**config.mk**
```make
export PLATFORM = sky130hd
export DESIGN_NAME = store_queue_disamb
export DESIGN_NICKNAME = d
export VERILOG_FILES = /design/src/rtl/sq_pkg.sv /design/src/rtl/sq_ptrs.sv /design/src/rtl/sq_entries.sv /design/src/rtl/sq_search.sv /design/src/rtl/store_queue_disamb.sv
export SDC_FILE = /design/constraint.sdc
export NUM_CORES = 2
export LEC_CHECK = 0
export ABC_CLOCK_PERIOD_IN_PS = 7550
export BUFFER_PORTS_ARGS = -buffer_cell sky130_fd_sc_hd__clkbuf_2
export CELL_PAD_IN_SITES_DETAIL_PLACEMENT = 2
export CELL_PAD_IN_SITES_GLOBAL_PLACEMENT = 2
export CORE_UTILIZATION = 35
export CTS_CLUSTER_DIAMETER = 120
export DETAILED_ROUTE_END_ITERATION = 7
export PLACE_DENSITY_LB_ADDON = 0.1
export SETUP_SLACK_MARGIN = 0.15
export SYNTH_ARGS = -nofsm -noshare
export SYNTH_HDL_FRONTEND = slang
export SYNTH_SLANG_ARGS = --single-unit
```
**constraint.sdc**
```tcl
create_clock -name clk -period 7.55 [get_ports clk]
set_input_delay 1.1325 -clock clk [delete_from_list [all_inputs] [get_ports clk]]
set_output_delay 1.1325 -clock clk [all_outputs]
set_load 0.01 [all_outputs]
```
**src/rtl/sq_pkg.sv**
```systemverilog
package sq_pkg;
  localparam logic [1:0] RES_MEM   = 2'b00;
  localparam logic [1:0] RES_STALL = 2'b01;
  localparam logic [1:0] RES_FWD   = 2'b10;
  localparam logic [1:0] RES_TAG   = 2'b11;
endpackage

```
**src/rtl/sq_ptrs.sv**
```systemverilog
module sq_ptrs #(
  parameter int DEPTH = 8,
  localparam int IDX_W = $clog2(DEPTH),
  localparam int PTR_W = IDX_W + 1
) (
  input  logic             clk,
  input  logic             rst_n,
  input  logic             alloc_req,
  input  logic             commit_req,
  input  logic             head_ready,
  input  logic             flush_req,
  input  logic [PTR_W-1:0] flush_ptr,
  output logic [PTR_W-1:0] head,
  output logic [PTR_W-1:0] tail,
  output logic [PTR_W-1:0] count,
  output logic             full,
  output logic             empty,
  output logic             alloc_fire,
  output logic             commit_fire,
  output logic [DEPTH-1:0] occupied
);
  // occupancy is the wrapped pointer distance
  function automatic logic [PTR_W-1:0] ptr_dist(logic [PTR_W-1:0] a, logic [PTR_W-1:0] b);
    return a - b;
  endfunction

  assign count       = ptr_dist(tail, head);
  assign full        = (count == PTR_W'(DEPTH));
  assign empty       = (count == '0);
  assign alloc_fire  = alloc_req && !full && !flush_req;
  assign commit_fire = commit_req && !empty && head_ready;

  for (genvar g = 0; g < DEPTH; g++) begin : g_occ
    logic [IDX_W-1:0] offs;
    assign offs        = IDX_W'(g) - head[IDX_W-1:0];
    assign occupied[g] = ({1'b0, offs} < count);
  end

  always_ff @(posedge clk) begin
    if (!rst_n) begin
      head <= '0;
      tail <= '0;
    end else begin
      if (commit_fire) head <= head + PTR_W'(1);
      if (flush_req)       tail <= flush_ptr;
      else if (alloc_fire) tail <= tail + PTR_W'(1);
    end
  end
endmodule

```
**src/rtl/sq_entries.sv**
```systemverilog
module sq_entries #(
  parameter int DEPTH  = 8,
  parameter int ADDR_W = 16,
  parameter int DATA_W = 32,
  parameter int TAG_W  = 6,
  localparam int IDX_W = $clog2(DEPTH)
) (
  input  logic              clk,
  input  logic              rst_n,
  input  logic              alloc_fire,
  input  logic [IDX_W-1:0]  alloc_idx,
  input  logic [TAG_W-1:0]  alloc_tag,
  input  logic              aw_en,
  input  logic [IDX_W-1:0]  aw_idx,
  input  logic [ADDR_W-1:0] aw_addr,
  input  logic              dw_en,
  input  logic [IDX_W-1:0]  dw_idx,
  input  logic [DATA_W-1:0] dw_data,
  input  logic [DEPTH-1:0]  occupied,
  output logic [ADDR_W-1:0] e_addr [DEPTH],
  output logic [DATA_W-1:0] e_data [DEPTH],
  output logic [TAG_W-1:0]  e_tag  [DEPTH],
  output logic [DEPTH-1:0]  e_av,
  output logic [DEPTH-1:0]  e_dv
);
  for (genvar g = 0; g < DEPTH; g++) begin : g_ent
    logic take_alloc, take_addr, take_data;
    assign take_alloc = alloc_fire && (alloc_idx == IDX_W'(g));
    assign take_addr  = aw_en && (aw_idx == IDX_W'(g)) && occupied[g];
    assign take_data  = dw_en && (dw_idx == IDX_W'(g)) && occupied[g];

    always_ff @(posedge clk) begin
      if (!rst_n) begin
        e_addr[g] <= '0;
        e_data[g] <= '0;
        e_tag[g]  <= '0;
        e_av[g]   <= 1'b0;
        e_dv[g]   <= 1'b0;
      end else begin
        if (take_alloc) begin
          e_tag[g] <= alloc_tag;
          e_av[g]  <= 1'b0;
          e_dv[g]  <= 1'b0;
        end
        if (take_addr) begin
          e_addr[g] <= aw_addr;
          e_av[g]   <= 1'b1;
        end
        if (take_data) begin
          e_data[g] <= dw_data;
          e_dv[g]   <= 1'b1;
        end
      end
    end
  end
endmodule

```
**src/rtl/sq_search.sv**
```systemverilog
module sq_search #(
  parameter int DEPTH  = 8,
  parameter int ADDR_W = 16,
  parameter int DATA_W = 32,
  parameter int TAG_W  = 6,
  localparam int IDX_W = $clog2(DEPTH),
  localparam int PTR_W = IDX_W + 1
) (
  input  logic              ld_valid,
  input  logic [PTR_W-1:0]  ld_age,
  input  logic [ADDR_W-1:0] ld_addr,
  input  logic [PTR_W-1:0]  head,
  input  logic [PTR_W-1:0]  count,
  input  logic [ADDR_W-1:0] e_addr [DEPTH],
  input  logic [DATA_W-1:0] e_data [DEPTH],
  input  logic [TAG_W-1:0]  e_tag  [DEPTH],
  input  logic [DEPTH-1:0]  e_av,
  input  logic [DEPTH-1:0]  e_dv,
  output logic [1:0]        result,
  output logic [DATA_W-1:0] fwd_data,
  output logic [TAG_W-1:0]  fwd_tag,
  output logic              stall_any,
  output logic              hit_any
);
  import sq_pkg::*;

  // number of entries older than the load; zero once the head has passed its age
  function automatic logic [PTR_W-1:0] older_span(logic [PTR_W-1:0] age, logic [PTR_W-1:0] hd,
                                                  logic [PTR_W-1:0] cnt);
    logic [PTR_W-1:0] d;
    d = age - hd;
    return (d > cnt) ? '0 : d;
  endfunction

  logic [PTR_W-1:0] older;
  logic [IDX_W-1:0] hit_idx;
  logic [IDX_W-1:0] idx;

  always_comb begin
    older     = older_span(ld_age, head, count);
    stall_any = 1'b0;
    hit_any   = 1'b0;
    hit_idx   = '0;
    idx       = '0;
    // walk oldest to youngest so the last match is the youngest
    for (int k = 0; k < DEPTH; k++) begin
      idx = head[IDX_W-1:0] + IDX_W'(k);
      if (PTR_W'(k) < older) begin
        if (!e_av[idx]) begin
          stall_any = 1'b1;
        end else if (e_addr[idx] == ld_addr) begin
          hit_any = 1'b1;
          hit_idx = idx;
        end
      end
    end
  end

  always_comb begin
    result   = RES_MEM;
    fwd_data = '0;
    fwd_tag  = '0;
    if (ld_valid) begin
      if (stall_any) begin
        result = RES_STALL;
      end else if (hit_any) begin
        if (e_dv[hit_idx]) begin
          result   = RES_FWD;
          fwd_data = e_data[hit_idx];
        end else begin
          result  = RES_TAG;
          fwd_tag = e_tag[hit_idx];
        end
      end
    end
  end
endmodule

```
**src/rtl/store_queue_disamb.sv**
```systemverilog
module store_queue_disamb #(
  parameter int DEPTH  = 8,
  parameter int ADDR_W = 16,
  parameter int DATA_W = 32,
  parameter int TAG_W  = 6,
  localparam int IDX_W = $clog2(DEPTH),
  localparam int PTR_W = IDX_W + 1
) (
  input  logic              clk,
  input  logic              rst_n,
  input  logic              alloc_valid,
  input  logic [TAG_W-1:0]  alloc_tag,
  output logic [PTR_W-1:0]  alloc_ptr,
  output logic              sq_full,
  output logic              sq_empty,
  input  logic              addr_wr_valid,
  input  logic [IDX_W-1:0]  addr_wr_idx,
  input  logic [ADDR_W-1:0] addr_wr_addr,
  input  logic              data_wr_valid,
  input  logic [IDX_W-1:0]  data_wr_idx,
  input  logic [DATA_W-1:0] data_wr_data,
  input  logic              ld_valid,
  input  logic [PTR_W-1:0]  ld_age,
  input  logic [ADDR_W-1:0] ld_addr,
  output logic [1:0]        ld_result,
  output logic [DATA_W-1:0] ld_data,
  output logic [TAG_W-1:0]  ld_tag,
  input  logic              commit_valid,
  output logic              retire_valid,
  output logic [ADDR_W-1:0] retire_addr,
  output logic [DATA_W-1:0] retire_data,
  input  logic              flush_valid,
  input  logic [PTR_W-1:0]  flush_tail
);
  logic [PTR_W-1:0]  head_ptr, tail_ptr, occ_count;
  logic              alloc_fire, commit_fire, head_ready;
  logic [DEPTH-1:0]  occupied;
  logic [ADDR_W-1:0] e_addr [DEPTH];
  logic [DATA_W-1:0] e_data [DEPTH];
  logic [TAG_W-1:0]  e_tag  [DEPTH];
  logic [DEPTH-1:0]  e_av, e_dv;
  logic              stall_any, hit_any;
  logic [IDX_W-1:0]  head_idx;

  assign head_idx   = head_ptr[IDX_W-1:0];
  assign head_ready = e_av[head_idx] && e_dv[head_idx];

  sq_ptrs #(.DEPTH(DEPTH)) u_ptrs (
    .clk        (clk),
    .rst_n      (rst_n),
    .alloc_req  (alloc_valid),
    .commit_req (commit_valid),
    .head_ready (head_ready),
    .flush_req  (flush_valid),
    .flush_ptr  (flush_tail),
    .head       (head_ptr),
    .tail       (tail_ptr),
    .count      (occ_count),
    .full       (sq_full),
    .empty      (sq_empty),
    .alloc_fire (alloc_fire),
    .commit_fire(commit_fire),
    .occupied   (occupied)
  );

  sq_entries #(.DEPTH(DEPTH), .ADDR_W(ADDR_W), .DATA_W(DATA_W), .TAG_W(TAG_W)) u_entries (
    .clk       (clk),
    .rst_n     (rst_n),
    .alloc_fire(alloc_fire),
    .alloc_idx (tail_ptr[IDX_W-1:0]),
    .alloc_tag (alloc_tag),
    .aw_en     (addr_wr_valid),
    .aw_idx    (addr_wr_idx),
    .aw_addr   (addr_wr_addr),
    .dw_en     (data_wr_valid),
    .dw_idx    (data_wr_idx),
    .dw_data   (data_wr_data),
    .occupied  (occupied),
    .e_addr    (e_addr),
    .e_data    (e_data),
    .e_tag     (e_tag),
    .e_av      (e_av),
    .e_dv      (e_dv)
  );

  sq_search #(.DEPTH(DEPTH), .ADDR_W(ADDR_W), .DATA_W(DATA_W), .TAG_W(TAG_W)) u_search (
    .ld_valid (ld_valid),
    .ld_age   (ld_age),
    .ld_addr  (ld_addr),
    .head     (head_ptr),
    .count    (occ_count),
    .e_addr   (e_addr),
    .e_data   (e_data),
    .e_tag    (e_tag),
    .e_av     (e_av),
    .e_dv     (e_dv),
    .result   (ld_result),
    .fwd_data (ld_data),
    .fwd_tag  (ld_tag),
    .stall_any(stall_any),
    .hit_any  (hit_any)
  );

  assign alloc_ptr    = tail_ptr;
  assign retire_valid = commit_fire;
  assign retire_addr  = commit_fire ? e_addr[head_idx] : '0;
  assign retire_data  = commit_fire ? e_data[head_idx] : '0;
endmodule

```
Word level (Yosys, flattened, before mapping):

Index checks and enable logic that the tools add are counted.

* register bits: 456
* bits of input ports: 92
* output and inout port bits: 95
* word-level logic and storage cells: 362

* add/subtract/negate cells: 19
* $lt $le $gt $ge: 35
* equal/unequal tests: 30
* mux-type cells: 158
* bitwise gates (word level): 9
* reductions and logical operators: 69

Operator list (count)
* 16-bit binary-select mux with 3-bit select: 8
* 32-bit 2-to-1 mux: 9
* 16-bit 2-to-1 mux: 17
* 32-bit binary-select mux with 3-bit select: 2
* 16-bit equality test: 8
* 1-bit 2-to-1 mux: 75
* 3-bit 2-to-1 mux: 24
* 1-bit logical AND: 45
* 3-bit equality test, second input constant: 12
* 4-bit greater-or-equal comparator, second input constant: 9
* 3-bit by 4-bit less-than comparator with 1-bit output, second input constant: 9
* 6-bit 2-to-1 mux: 6
* 3-bit inverter with 4-bit output: 9
* 2-bit nonzero test: 17
* 3-bit by 4-bit less-than comparator with 1-bit output: 8
* 1-bit binary-select mux with 3-bit select: 10
* 6-bit binary-select mux with 3-bit select: 1
* 3-bit by 2-bit equality test with 1-bit output, second input constant: 6
* 3-bit by 4-bit less-than comparator with 1-bit output, first input constant: 4
* 3-bit adder, second input constant: 4
* 4-bit 2-to-1 mux: 3
* 3-bit subtractor, first input constant: 4
* 3-bit by 1-bit equality test with 1-bit output, second input constant: 3
* 3-bit logical NOT: 3
* 13 further kinds: 24

Depth between registers and ports, before layout:

* depth in word-level cells: 37
* gate-level depth with buffers: 26
* mapped depth without buffers: 19

Modules after synthesis:

From an unflattened synthesis, not the netlist that was laid out.

* cells, all modules: 3165
* area total of the unflattened synthesis: 32052.0 um2

Modules (own cells, without submodules)
* sq_entries: instances 1, cells an instance 1537, area an instance 16279.4 um2, seq. area each 8968.6 um2
* sq_search: instances 1, cells an instance 1221, area an instance 11601.1 um2, seq. area each 0.0 um2
* store_queue_disamb: instances 1, cells an instance 291, area an instance 3259.4 um2, seq. area each 0.0 um2
* sq_ptrs: instances 1, cells an instance 116, area an instance 912.1 um2, seq. area each 160.2 um2

Worst setup path before layout:

OpenSTA, ideal clock, no wires.

* kind: flip-flop to output port
* start point: register u_ptrs.head[1]
* end point: output ld_data[10]
* arrival: 5.708 ns
* required time: 6.418 ns
* path slack: 0.710 ns
* cell stages (with the launch flop): 23
* path buffers: 6
* path through: dfxtp_1 -> buf_2 -> buf_4 -> buf_6 -> buf_2 -> inv_1 -> fa_1 -> inv_1 -> ha_1 -> nor2b_1 -> o21a_1 -> maj3_1 -> a211o_1 -> a2111oi_2 -> nand3_1 -> a21oi_1 -> nor2_1 -> nor3_4 -> buf_2 -> buf_2 -> mux2_2 -> o211ai_1 -> a21oi_2

* word-level cells in the longest chain between the ends: 37
* elaborated cells between the ends (all ways): 149
* those cells by class: 9 x add/sub; 9 x order compare; 8 x eq/ne; 114 x mux; 9 x bitwise

RTL lines
* start: declaration: RTL line sq_ptrs.sv:13 `output logic [PTR_W-1:0] head,`
* start signal: assignment: RTL line sq_ptrs.sv:44 `if (commit_fire) head <= head + PTR_W'(1);`
* parallel branches: the longest is 35 deep, another holds 4-bit subtractor
* 32-bit 2-to-1 mux (*): RTL line sq_search.sv:64 `if (stall_any) begin`
* 32-bit 2-to-1 mux (*): RTL line sq_search.sv:63 `if (ld_valid) begin`
* end: declaration: RTL line store_queue_disamb.sv:26 `output logic [DATA_W-1:0] ld_data,`

Every way passes the cells marked *. The select of a mux whose other input is x is not followed.

Final worst setup path:

* start point: register u_ptrs.head[1]
* end point: output ld_data[13]

The elaborated chain is that of the path after synthesis.

==> results.yml <==
timing:
  slew_headroom_pct: 15.38
  slew_viol_final: 0
  period_needed_ns: 7.312
  hold_violations: 0
  worst_pin_slew_ns: 1.269
  fin_crit_sh_pct: 96.85
  whs_ns: 0.4729
  finalClockSkew_ns: 0.03666
  setup_violations: 0
  rsz0062_at_grt: "true"
  timing.fmax_mhz: 136.8
synthesis:
  synthesis.area_um2: 33150
  ys_seq_area_share_pct: 27.54
  synthCells: 3597
  synth_fp_nets: 3712
  ys_seq_elements: 456
  synthTopCellsByCount: "nand2_1, dfxtp_1, mux2i_1, a21boi_0, mux4_2"
  synth_top_area_share_pct: 27.54
  ys.warnings.count: 0
  synth.most_common_cell: "nand2_1"
  yosys_most_used_dff: "dfxtp_1"
  synth_area_per_cell_um2: 9.215
  synth_top_area_cell: "dfxtp_1"
  synth_edf_count: 0
  ys_types: 94
  synthTopCellsByArea: "dfxtp_1, mux4_2, mux2i_1"
  async_reset_ff_share_pct: 0
cts:
  cts_sinks: 456
  root_buffer: "clkbuf_16"
  cts_buffers: 57
  cts_max_level: 2
  clkTransAtPathRegs_ns: 0.06
  clock_path_buffers: 3
  clock_latency_ns: 0.69
  hold_buffers: 0
  cts_tree: "yes"
power:
  power.density_nw_per_um2: 159.4
  p_leak_nw: 12.66
  ir_worst_vdd_mv: 0.1485
worst_setup_path:
  worst-path-max-fanout: 11
  start_kind: "register"
  worst_path_most_repeated_cell: "buf_12"
  arrival_ns: 6.18
  path_cells: "clkinvlp_4 > ha_4 > buf_4 > mux4_2 > xnor2_1 > o21ai_0 > o22a_1 > nor3_2 > and4b_2 > a31oi_2 > o2111a_1 > nor3_4 > buf_12 > buf_16 > buf_12 > mux2_2 > o211ai_1 > a21oi_2 > clkbuf_2"
  worst-setup-path-type: "reg2out"
  cpLargestDelayFamily: "compound AO/OA/AOI/OAI gates"
  critPathRequiredTime_ns: 6.42
  cp.buffers_inverters: 6
  max_stage_delay_ns: 0.54
  end_kind: "primary output"
  crit_slowest_cell: "mux4_2"
global_routing:
  grt_pass1_vias: 32030
  grt_pass1_wl_um: 216200
  overflow: 0
  grt_start_max_net_pins: 259
  grt_use_total_pct: 30.25
  antenna_found_initial: 12
detailed_routing:
  first_pass_iters: 5
  routed_via_density: 5.957
  dr.max_layer_used: "met5"
  num_vias: 29540
  drt_iter0_markers: 1723
  routedWlPerCell_um: 29.80
  drcViolationCount: 0
  met3_length_um: 6068
  drt-met1-wl_um: 61920
  ant_nets: 0
  routed_wl_um: 147800
  wl_met2_um: 74000
placement:
  numPortBuffers: 186
  hpwl_um: 95560
  routabilityCongestion: 0.9271
  placed_area_um2: 35270
  dp_cells: 4800
final_layout:
  syn_to_final_growth_pct: 15.87
  drive_gt1_share_pct: 24.93
  fin_cells: 4958
  fin_area_um2: 38410
  nets: 3769
min_path:
  hold_path.class: "reg2reg"
die:
  initial_core_util_pct: 35.41
  ioPinCount: 187
  rows: 112
  die_area_um2: 95940
  core-area_um2: 93610
  die-height_um: 309.7
  die_width_um: 309.7
status:
  status: "complete, no violations"
run:
  cap_violations: 0
==> through the flow <==
| step | TNS [ns] | utilization [%] | power (W) | worst slack, ns |
|---|---|---|---|---|
| final | 0 | 41.03 | 0.006121 | 0.2381 |
| after global routing | 0 | 41.03 | 0.006322 | 0.05768 |
| after CTS | 0 | 40.51 | 0.006186 | 0.1598 |
| after detailed placement | -0.008768 | 37.68 | 0.003135 | -0.006606 |
| after global placement | 0 | 37.68 | 0.003109 | 0.1209 |
| after floorplan | 0 | - | 0.002900 | 0.7096 |
==> report_power, final <==
group	switching (W)	total, W	internal, W
Combinational	0.000393	0.000614	0.000222
Sequential	0.0000488	0.00249	0.00244
Clock	0.00123	0.00301	0.00178
==> path summary, 6_finish.rpt <==
kind / startpoint / endpoint / slack [ns] / cells after the start
worst min register to register: u_entries.e_tag[2] / u_entries.e_tag[2] / 0.47 / 2
worst max register to register: u_ptrs.head[2] / u_entries.e_dv[7] / 2.66 / 12
worst min-delay path: u_entries.e_tag[2] / u_entries.e_tag[2] / 0.47 / 2
worst max-delay path: u_ptrs.head[1] / ld_data[13] / 0.24 / 19
==> final cells by class <==
| type | count | area [um2] |
|---|---|---|
| Timing Repair Buffer | 355 | 2809 |
| Antenna cell | 1 | 2.502 |
| Fill cell | 10190 | 55200 |
| Inverter | 28 | 110.1 |
| Clock buffer | 81 | 1668 |
| Sequential cell | 456 | 9141 |
| Multi-Input combinational cell | 2756 | 22720 |
| Tap cell | 1254 | 1569 |
| Clock inverter | 27 | 382.9 |
==> per-layer routing <==
metal	global-route usage [%]	vias to the layer above
met1	37.80	15500
met3	3.429	276
met5	0	-
met4	12.04	20
li1	-	13030
met2	52.92	712
==> repair_timing <==
action,in CTS,in global routing
gates resized for setup,42,42
setup endpoints to repair,39,39
gates cloned,4,4
buffers inserted,22,19
pin swaps,6,19
==> registers in the layout, indices dropped and copies added, names as in the netlist <==
| signal | count |
|---|---|
| u_entries.e_addr | 128 |
| u_entries.e_tag | 48 |
| u_entries.e_av | 8 |
| u_entries.e_data | 256 |
| u_entries.e_dv | 8 |
| u_ptrs.head | 4 |
| u_ptrs.tail | 4 |
==> worst register-to-register path: cells and delay by family, from the launching register on <==
| kind | cells | cell delay [ns] |
|---|---|---|
| buffers and inverters | 3 | 0.87 |
| AO/OA/AOI/OAI | 3 | 0.79 |
| adder cells (fa/ha/maj) | 1 | 0.43 |
| XOR/XNOR | 1 | 0.70 |
| flip-flops | 1 | 0.47 |
| AND/OR/NAND/NOR | 4 | 1.52 |
==> logic make-up after synthesis <==
group,Yosys count,synth area share (%)
AND/OR/NAND/NOR,1223,16.78
flip-flops,456,27.54
multiplexers,706,30.48
AO/OA/AOI/OAI,663,14.83
adder cells (fa/ha/maj),25,0.9965
buffers and inverters,385,5.572
XOR/XNOR,139,3.797
==> placed cells by master, fill, tap and decap left out, types with 7 or more instances in the layout <==
cell type and instances:
nand2_1 783, dfxtp_1 452, mux2i_1 375, a21boi_0 305
mux4_2 233, clkbuf_2 185, nor2b_1 150, buf_4 126
xnor2_1 105, mux2_2 97, o211ai_1 81, a21oi_1 76
nand3_1 76, clkbuf_16 62, nor2_1 58, a21oi_2 33
o21ai_0 32, a22oi_1 23, buf_12 22, xor2_1 21
inv_1 20, and2_1 18, nand4_1 17, ha_1 15
clkinv_2 13, nor4_1 13, clkbuf_8 13, nor3_2 12
nand2b_1 11, a22o_1 11, nor3_1 10, o2111ai_1 10
clkbuf_1 10, a21o_1 9, a221oi_1 9, o22ai_1 9
and3_1 8, xnor2_2 7, bufinv_16 7
No activity file was read; power rests on OpenSTA's default activity.
